File: src/rtl/trace_enc_pkg.sv
package trace_enc_pkg;
  typedef enum logic [1:0] {
    MODE_RUN  = 2'd0,
    MODE_STOP = 2'd1,
    MODE_HALT = 2'd2
  } mode_e;

  localparam logic [3:0] ST_IDLE   = 4'h0;
  localparam logic [3:0] ST_INSN   = 4'h1;
  localparam logic [3:0] ST_BRANCH = 4'h5;
  localparam logic [3:0] ST_MARK   = 4'h9;  // base; +1 per extra byte
  localparam logic [3:0] ST_STOP   = 4'hE;
  localparam logic [3:0] ST_HALT   = 4'hF;

  // select 3 behaves as 4 bytes
  function automatic logic [1:0] clamp_sel(input logic [1:0] s);
    return (s == 2'd3) ? 2'd2 : s;
  endfunction
endpackage

File: src/rtl/trace_addr_fifo.sv
module trace_addr_fifo #(
  parameter int unsigned W     = 34,
  parameter int unsigned DEPTH = 2
) (
  input  logic         clk_i,
  input  logic         rst_ni,
  input  logic         push_i,
  input  logic [W-1:0] data_i,
  input  logic         pop_i,
  output logic [W-1:0] data_o,
  output logic         empty_o,
  output logic         ovf_o
);
  localparam int unsigned PTR_W = (DEPTH > 1) ? $clog2(DEPTH) : 1;
  localparam int unsigned CNT_W = $clog2(DEPTH + 1);
  localparam logic [CNT_W-1:0] CNT_FULL = CNT_W'(DEPTH);
  localparam logic [PTR_W-1:0] PTR_LAST = PTR_W'(DEPTH - 1);

  logic [W-1:0]     mem_q [DEPTH];
  logic [PTR_W-1:0] wr_q, rd_q;
  logic [CNT_W-1:0] cnt_q;
  logic             ovf_q;
  logic             full, push_ok, pop_ok;

  assign full    = (cnt_q == CNT_FULL);
  assign empty_o = (cnt_q == '0);
  assign push_ok = push_i && !full;
  assign pop_ok  = pop_i && !empty_o;
  assign data_o  = mem_q[rd_q];
  assign ovf_o   = ovf_q;

  for (genvar g = 0; g < DEPTH; g++) begin : g_slot
    always_ff @(posedge clk_i or negedge rst_ni) begin
      if (!rst_ni)                                  mem_q[g] <= '0;
      else if (push_ok && wr_q == PTR_W'(g))        mem_q[g] <= data_i;
    end
  end

  always_ff @(posedge clk_i or negedge rst_ni) begin
    if (!rst_ni) begin
      wr_q  <= '0;
      rd_q  <= '0;
      cnt_q <= '0;
      ovf_q <= 1'b0;
    end else begin
      if (push_ok) wr_q <= (wr_q == PTR_LAST) ? '0 : wr_q + 1'b1;
      if (pop_ok)  rd_q <= (rd_q == PTR_LAST) ? '0 : rd_q + 1'b1;
      if (push_ok && !pop_ok)      cnt_q <= cnt_q + 1'b1;
      else if (pop_ok && !push_ok) cnt_q <= cnt_q - 1'b1;
      if (push_i && full) ovf_q <= 1'b1;
    end
  end

  a_r9_drop_sets_flag: assert property (@(posedge clk_i) disable iff (!rst_ni)
    (push_i && full) |=> ovf_q);
  a_r9_flag_sticky: assert property (@(posedge clk_i) disable iff (!rst_ni)
    ovf_q |=> ovf_q);
  a_r8_count_bound: assert property (@(posedge clk_i) disable iff (!rst_ni)
    cnt_q <= CNT_FULL);
endmodule

File: src/rtl/trace_nibble_ser.sv
module trace_nibble_ser #(
  parameter int unsigned ADDR_W = 32,
  parameter int unsigned NIB_W  = 4,
  localparam int unsigned CNT_W = $clog2(ADDR_W / NIB_W + 1)
) (
  input  logic              clk_i,
  input  logic              rst_ni,
  input  logic              start_i,
  input  logic [ADDR_W-1:0] addr_i,
  input  logic [CNT_W-1:0]  nib_cnt_i,
  output logic              idle_o,
  output logic [NIB_W-1:0]  data_o
);
  logic [ADDR_W-1:0] sh_q;
  logic [CNT_W-1:0]  cnt_q;
  logic [NIB_W-1:0]  data_q;

  assign idle_o = (cnt_q == '0);
  assign data_o = data_q;

  always_ff @(posedge clk_i or negedge rst_ni) begin
    if (!rst_ni) begin
      sh_q   <= '0;
      cnt_q  <= '0;
      data_q <= '0;
    end else if (cnt_q != '0) begin
      data_q <= sh_q[NIB_W-1:0];
      sh_q   <= sh_q >> NIB_W;
      cnt_q  <= cnt_q - 1'b1;
    end else begin
      data_q <= '0;
      if (start_i) begin
        sh_q  <= addr_i;
        cnt_q <= nib_cnt_i;
      end
    end
  end

  a_r8_start_when_idle: assert property (@(posedge clk_i) disable iff (!rst_ni)
    start_i |-> (cnt_q == '0));
  a_r4_marker_cycle_quiet: assert property (@(posedge clk_i) disable iff (!rst_ni)
    start_i |=> (data_q == '0));
endmodule

File: src/rtl/trace_status_fsm.sv
module trace_status_fsm
  import trace_enc_pkg::*;
(
  input  logic       clk_i,
  input  logic       rst_ni,
  input  logic       insn_done_i,
  input  logic       br_taken_i,
  input  logic       br_computed_i,
  input  logic       stop_req_i,
  input  logic       halt_req_i,
  input  logic       wake_i,
  input  logic       mark_go_i,
  input  logic [3:0] mark_code_i,
  output logic       mark_slot_o,
  output logic       push_o,
  output logic [3:0] status_o
);
  mode_e      mode_q;
  logic [3:0] st_q;
  logic       run_free;

  assign run_free    = (mode_q == MODE_RUN) && !halt_req_i && !stop_req_i;
  assign mark_slot_o = run_free && !br_taken_i;
  assign push_o      = run_free && br_taken_i && br_computed_i;
  assign status_o    = st_q;

  always_ff @(posedge clk_i or negedge rst_ni) begin
    if (!rst_ni) begin
      mode_q <= MODE_RUN;
      st_q   <= ST_IDLE;
    end else if (halt_req_i) begin
      mode_q <= MODE_HALT;
      st_q   <= ST_HALT;
    end else begin
      unique case (mode_q)
        MODE_RUN: begin
          if (stop_req_i) begin
            mode_q <= MODE_STOP;
            st_q   <= ST_STOP;
          end else if (br_taken_i)  st_q <= ST_BRANCH;
          else if (mark_go_i)       st_q <= mark_code_i;
          else if (insn_done_i)     st_q <= ST_INSN;
          else                      st_q <= ST_IDLE;
        end
        MODE_STOP: begin
          if (wake_i) begin
            mode_q <= MODE_RUN;
            st_q   <= ST_IDLE;
          end else st_q <= ST_STOP;
        end
        MODE_HALT: begin
          if (wake_i) begin
            mode_q <= MODE_RUN;
            st_q   <= ST_IDLE;
          end else st_q <= ST_HALT;
        end
        default: begin
          mode_q <= MODE_RUN;
          st_q   <= ST_IDLE;
        end
      endcase
    end
  end

  a_r7_halt_wins: assert property (@(posedge clk_i) disable iff (!rst_ni)
    halt_req_i |=> (st_q == ST_HALT));
  a_r6_stop_holds: assert property (@(posedge clk_i) disable iff (!rst_ni)
    (mode_q == MODE_STOP && !halt_req_i && !wake_i) |=> (st_q == ST_STOP));
  a_r11_wake_idle: assert property (@(posedge clk_i) disable iff (!rst_ni)
    (mode_q != MODE_RUN && wake_i && !halt_req_i) |=> (st_q == ST_IDLE));
  a_r2_branch_code: assert property (@(posedge clk_i) disable iff (!rst_ni)
    (mode_q == MODE_RUN && br_taken_i && !halt_req_i && !stop_req_i)
      |=> (st_q == ST_BRANCH));
endmodule

File: src/rtl/branch_trace_enc.sv
module branch_trace_enc
  import trace_enc_pkg::*;
#(
  parameter int unsigned ADDR_W     = 32,
  parameter int unsigned FIFO_DEPTH = 2
) (
  input  logic              clk_i,
  input  logic              rst_ni,
  input  logic              insn_done_i,
  input  logic              br_taken_i,
  input  logic              br_computed_i,
  input  logic [ADDR_W-1:0] br_target_i,
  input  logic              stop_req_i,
  input  logic              halt_req_i,
  input  logic              wake_i,
  input  logic [1:0]        addr_bytes_sel_i,
  output logic [3:0]        trc_status_o,
  output logic [3:0]        trc_data_o,
  output logic              trc_ovf_o
);
  localparam int unsigned NIB_W = 4;
  localparam int unsigned ENT_W = ADDR_W + 2;
  localparam int unsigned CNT_W = $clog2(ADDR_W / NIB_W + 1);

  logic              push, pop, empty, ser_idle, mark_slot;
  logic [ENT_W-1:0]  head;
  logic [1:0]        head_sel;
  logic [3:0]        mark_code;
  logic [CNT_W-1:0]  nib_cnt;

  assign head_sel  = head[ENT_W-1 -: 2];
  assign mark_code = ST_MARK + {2'b00, head_sel};
  assign nib_cnt   = CNT_W'({head_sel, 1'b0}) + CNT_W'(4);
  assign pop       = mark_slot && !empty && ser_idle;

  trace_status_fsm u_status (
    .clk_i         (clk_i),
    .rst_ni        (rst_ni),
    .insn_done_i   (insn_done_i),
    .br_taken_i    (br_taken_i),
    .br_computed_i (br_computed_i),
    .stop_req_i    (stop_req_i),
    .halt_req_i    (halt_req_i),
    .wake_i        (wake_i),
    .mark_go_i     (pop),
    .mark_code_i   (mark_code),
    .mark_slot_o   (mark_slot),
    .push_o        (push),
    .status_o      (trc_status_o)
  );

  trace_addr_fifo #(.W(ENT_W), .DEPTH(FIFO_DEPTH)) u_fifo (
    .clk_i   (clk_i),
    .rst_ni  (rst_ni),
    .push_i  (push),
    .data_i  ({clamp_sel(addr_bytes_sel_i), br_target_i}),
    .pop_i   (pop),
    .data_o  (head),
    .empty_o (empty),
    .ovf_o   (trc_ovf_o)
  );

  trace_nibble_ser #(.ADDR_W(ADDR_W), .NIB_W(NIB_W)) u_ser (
    .clk_i     (clk_i),
    .rst_ni    (rst_ni),
    .start_i   (pop),
    .addr_i    (head[ADDR_W-1:0]),
    .nib_cnt_i (nib_cnt),
    .idle_o    (ser_idle),
    .data_o    (trc_data_o)
  );

  a_r3_marker_follows_pop: assert property (@(posedge clk_i) disable iff (!rst_ni)
    pop |=> (trc_status_o >= 4'h9 && trc_status_o <= 4'hB));
  a_r10_no_marker_on_branch: assert property (@(posedge clk_i) disable iff (!rst_ni)
    br_taken_i |-> !pop);
endmodule

File: config.mk
export PLATFORM = sky130hd
export DESIGN_NAME = branch_trace_enc
export DESIGN_NICKNAME = d
export VERILOG_FILES = /design/src/rtl/trace_enc_pkg.sv /design/src/rtl/trace_addr_fifo.sv /design/src/rtl/trace_nibble_ser.sv /design/src/rtl/trace_status_fsm.sv /design/src/rtl/branch_trace_enc.sv
export SDC_FILE = /design/constraint.sdc
export NUM_CORES = 1
export LEC_CHECK = 0
export BUFFER_PORTS_ARGS = -buffer_cell sky130_fd_sc_hd__buf_2
export CORE_MARGIN = 2
export CORE_UTILIZATION = 24
export CTS_CLUSTER_DIAMETER = 200
export DETAILED_ROUTE_END_ITERATION = 10
export SLEW_MARGIN = 20
export SYNTH_ARGS = -nofsm -noshare
export SYNTH_HDL_FRONTEND = slang
export SYNTH_SLANG_ARGS = --single-unit
File: constraint.sdc
create_clock -name clk_i -period 2.1 [get_ports clk_i]
set_clock_uncertainty 0.05 [all_clocks]
set_input_delay 0.105 -clock clk_i [delete_from_list [all_inputs] [get_ports clk_i]]
set_output_delay 0.105 -clock clk_i [all_outputs]
set_load 0.005 [all_outputs]
==> run_results.csv <==
group,metric,value,unit
status,run_status,"finished with violations",
status,failed_checks,"setup timing",
clocking,clk_pin_slew,0.05,ns
timing,final_hold_viol_count,0,
worst_setup_path,worst_setup_path_end_kind,"flip-flop",
die,core_area,22500,um2
timing,fin_crit_sh,1.010,
clocking,ctsHtreeMaxLevel,4,
die,boundaryPins,51,
worst_setup_path,crit_path_max_incr_delay,0.45,ns
worst_setup_path,worst-setup-path-type,"reg -> reg",
die,initial_utilization,0.2429,
placement,routabilityCongestion,0.7808,
grt,antenna_found_initial,0,
synthesis,share_of_synthesized_registers_carrying_an_async_set_or_reset,1.000,
power_and_ir_drop,irDropWorstVdd,0.6707,mV
placement,dp_cells,791,
synthesis,synth_nets,506,
die,dieWidth,154.9,um
routing,drt_first_pass_iters,4,
routing,route.vias.total,4033,
routing,antenna_left,0,
synthesis,synth.cell_area,5466,um2
die,fp.dieArea,24000,um2
timing,setup_repair_after_global_routing_missed_its_margin,"yes",
run,max_cap_viol_count,0,
worst_setup_path,cp_cell_sequence,"inv_2, ha_4, or3b_4, buf_12, nor3_4, ha_4, xor2_1, nor2_1, xor2_1",
worst_setup_path,crit_slowest_cell,"or3b_4",
routing,vias_per_cell,4.636,
synthesis,syn_inst,456,
cells_and_area,post_route_cells_drive_above_1_share,0.3709,
timing,finalSetupViolations,16,
cells_and_area,num-nets-final,622,
cells_and_area,final_common_cell,"dfrtp_1",
cells_and_area,final_cell_mix,"118 x dfrtp_1, 66 x mux2_2, 49 x buf_2, 36 x dlygate4sd3_1, 35 x a21oi_1",
grt,grt_max_degree,67,
synthesis,synth.ff_latch_count,119,
clocking,clock_sinks,119,
timing,timing.final.max_slew_violations,0,
clocking,cts_tree,"done",
synthesis,synthDistinctLibCells,44,
clocking,clock_insertion_delay_worst_skew,0.40,ns
cells_and_area,diodes,0,
placement,port_buffers,50,
clocking,cts_inserted_buffers,17,
timing,tightestPinTransition,0.6249,ns
grt,grt_pass1_wl,21480,um
worst_setup_path,cp.arrival,2.35,ns
worst_setup_path,timing.critical_path.required,2.33,ns
grt,first_global_vias,4091,
power_and_ir_drop,total_leakage_power,0.003328,uW
synthesis,synth-seq-area-share,0.5447,
grt,gr-total-overflow,0,
hold_path,hold_class,"in -> reg",
synthesis,syn-mean-instance-area,11.99,um2
routing,route.detailed.drc,0,
worst_setup_path,cp_max_fo,8,
grt,gr-usage-all-layers,0.1106,
routing,detail_route.wl_per_cell,16.03,um
die,die-height,154.9,um
timing,finalHoldWorstSlack,0.03053,ns
placement,dp_hpwl,8353,um
timing,finalCriticalPeriod,2.122,ns
placement,detailed_place.area,6289,um2
timing,timing.slew.headroom,0.5834,
synthesis,synth_edf_count,0,
routing,drtIter0Drc,221,
timing,max_freq,471.3,MHz
power_and_ir_drop,cellPowerDensity,1107,nW/um2
die,floorplan.rows,55,
worst_setup_path,crit_start_category,"flip-flop",
timing,final_critical_path_setup_slack,-0.02175,ns
synthesis,synth_warnings,0,
cells_and_area,post_route_insts_no_fill,870,
cells_and_area,synthToLayoutAreaGrowth,37.93,%
cells_and_area,finalInstanceArea,7540,um2
synthesis,ys_dominant_reg_cell,"dfrtp_1",
clocking,ctsRootBufferMaster,"clkbuf_16",
clocking,clock_path_buffers,2,
routing,detail_route.wirelength,13950,um
-- power by group --
| part | total, uW | internal [uW] | switching (uW) |
|---|---|---|---|
| clock | 3050 | 2040 | 1010 |
| combinational | 2030 | 978 | 1050 |
| sequential | 3260 | 2890 | 369 |
| total | 8350 | 5910 | 2430 |
-- critical path, delay by kind of cell (launching register included) --
kind | cells | cell delay [ns]
DFF | 1 | 0.38
adders and majority gates | 2 | 0.29
xor gates and xnor gates | 2 | 0.27
buffers and inverters | 2 | 0.26
and+or+nand+nor | 3 | 0.74
-- routing by layer --
metal | track usage | part of all wire | up-vias
li1 | - | - | 1912
met1 | 0.1573 | 0.48 | 2023
met2 | 0.1702 | 0.46 | 87
met3 | 0.02953 | 0.048 | 11
met4 | 0.02160 | 0.0083 | 0
met5 | 0 | 0 | -
-- per-stage QoR --
| step | total power [uW] | TNS [ns] | setup WS (ns) | util |
|---|---|---|---|---|
| 3_5_place_dp | 5120 | -4.322 | -0.2213 | 0.2795 |
| 4_1_cts | 8299 | -1.431 | -0.05016 | 0.3246 |
| 3_3_place_gp | 5080 | -2.410 | -0.1676 | 0.2795 |
| 6_report | 8348 | -0.1450 | -0.02175 | 0.3351 |
| 5_1_grt | 8807 | -3.366 | -0.1424 | 0.3351 |
| 2_1_floorplan | 4492 | -6.075 | -0.1941 | - |
-- cell type report --
class                   instances  area, um2
clock buffers                  23      467.9
inverters                       8      30.03
clock inverters                 9      147.6
multi-input cells             293       2424
well taps                     285      356.6
flip-flops and latches        119       2979
repair buffers                133       1135
fillers                      2241      14960
-- cell usage after synthesis (5+ instances only) --
cell type,number,area (um2)
a2111oi_0,28,245.2
a211oi_1,6,45.04
a21oi_1,35,175.2
and2_1,5,31.28
clkbuf_1,28,105.1
dfrtp_1,119,2978
ha_1,8,100.1
inv_1,8,30.03
mux2_2,66,743.2
mux2i_1,5,50.05
nand2_1,30,112.6
nor2b_1,30,187.7
o21ai_0,5,25.02
o31ai_1,29,217.7
-- path summary, 6_finish.rpt --
path,start,endpoint,slack [ns],cells after the start
worst max-delay path,u_status.mode_q[1]$_DFFE_PN0P_,u_fifo.cnt_q[1]$_DFFE_PN0P_,-0.02,9
worst min-delay path,wake_i,u_status.mode_q[0]$_DFFE_PN0P_,0.03,3
worst max register to register,u_status.mode_q[1]$_DFFE_PN0P_,u_fifo.cnt_q[1]$_DFFE_PN0P_,-0.02,9
worst min register to register,u_ser.sh_q[15]$_DFFE_PN0P_,u_ser.sh_q[11]$_DFFE_PN0P_,0.42,2
max in group asynchronous,rst_ni,u_ser.sh_q[14]$_DFFE_PN0P_,1.13,3
min in group asynchronous,rst_ni,u_ser.cnt_q[0]$_DFFE_PN0P_,0.21,2
-- logic make-up (layout without fill, tap and decap cells) --
family | after synthesis | in the layout | synth area share
compound gates | 116 | 116 | 0.1495
xor+xnor | 6 | 6 | 0.009615
fa+ha+maj | 8 | 8 | 0.01831
buf+inv | 44 | 173 | 0.03639
flops | 119 | 119 | 0.5447
mux | 74 | 74 | 0.1513
simple gates | 89 | 89 | 0.09018
-- flip-flops by register name, summed over array words and instances, names as in the netlist --
| signal | count |
|---|---|
| u_fifo.cnt_q | 2 |
| u_status.mode_q | 2 |
| u_fifo.mem_q | 68 |
| u_ser.cnt_q | 4 |
| u_fifo.ovf_o | 1 |
| u_fifo.wr_q | 1 |
| u_ser.data_o | 4 |
| u_ser.sh_q | 32 |
| u_status.status_o | 4 |
| u_fifo.rd_q | 1 |
-- repair_timing --
| item | CTS | global route |
|---|---|---|
| gates cloned | 0 | 6 |
| hold buffers | 36 | 0 |
| setup buffers | 0 | 5 |
| setup endpoints to repair | 53 | 103 |
| gates resized for setup | 16 | 21 |
| hold endpoints to repair | 110 | 0 |
| pin swaps | 1 | 6 |
Power figures use the tool's default switching activity.
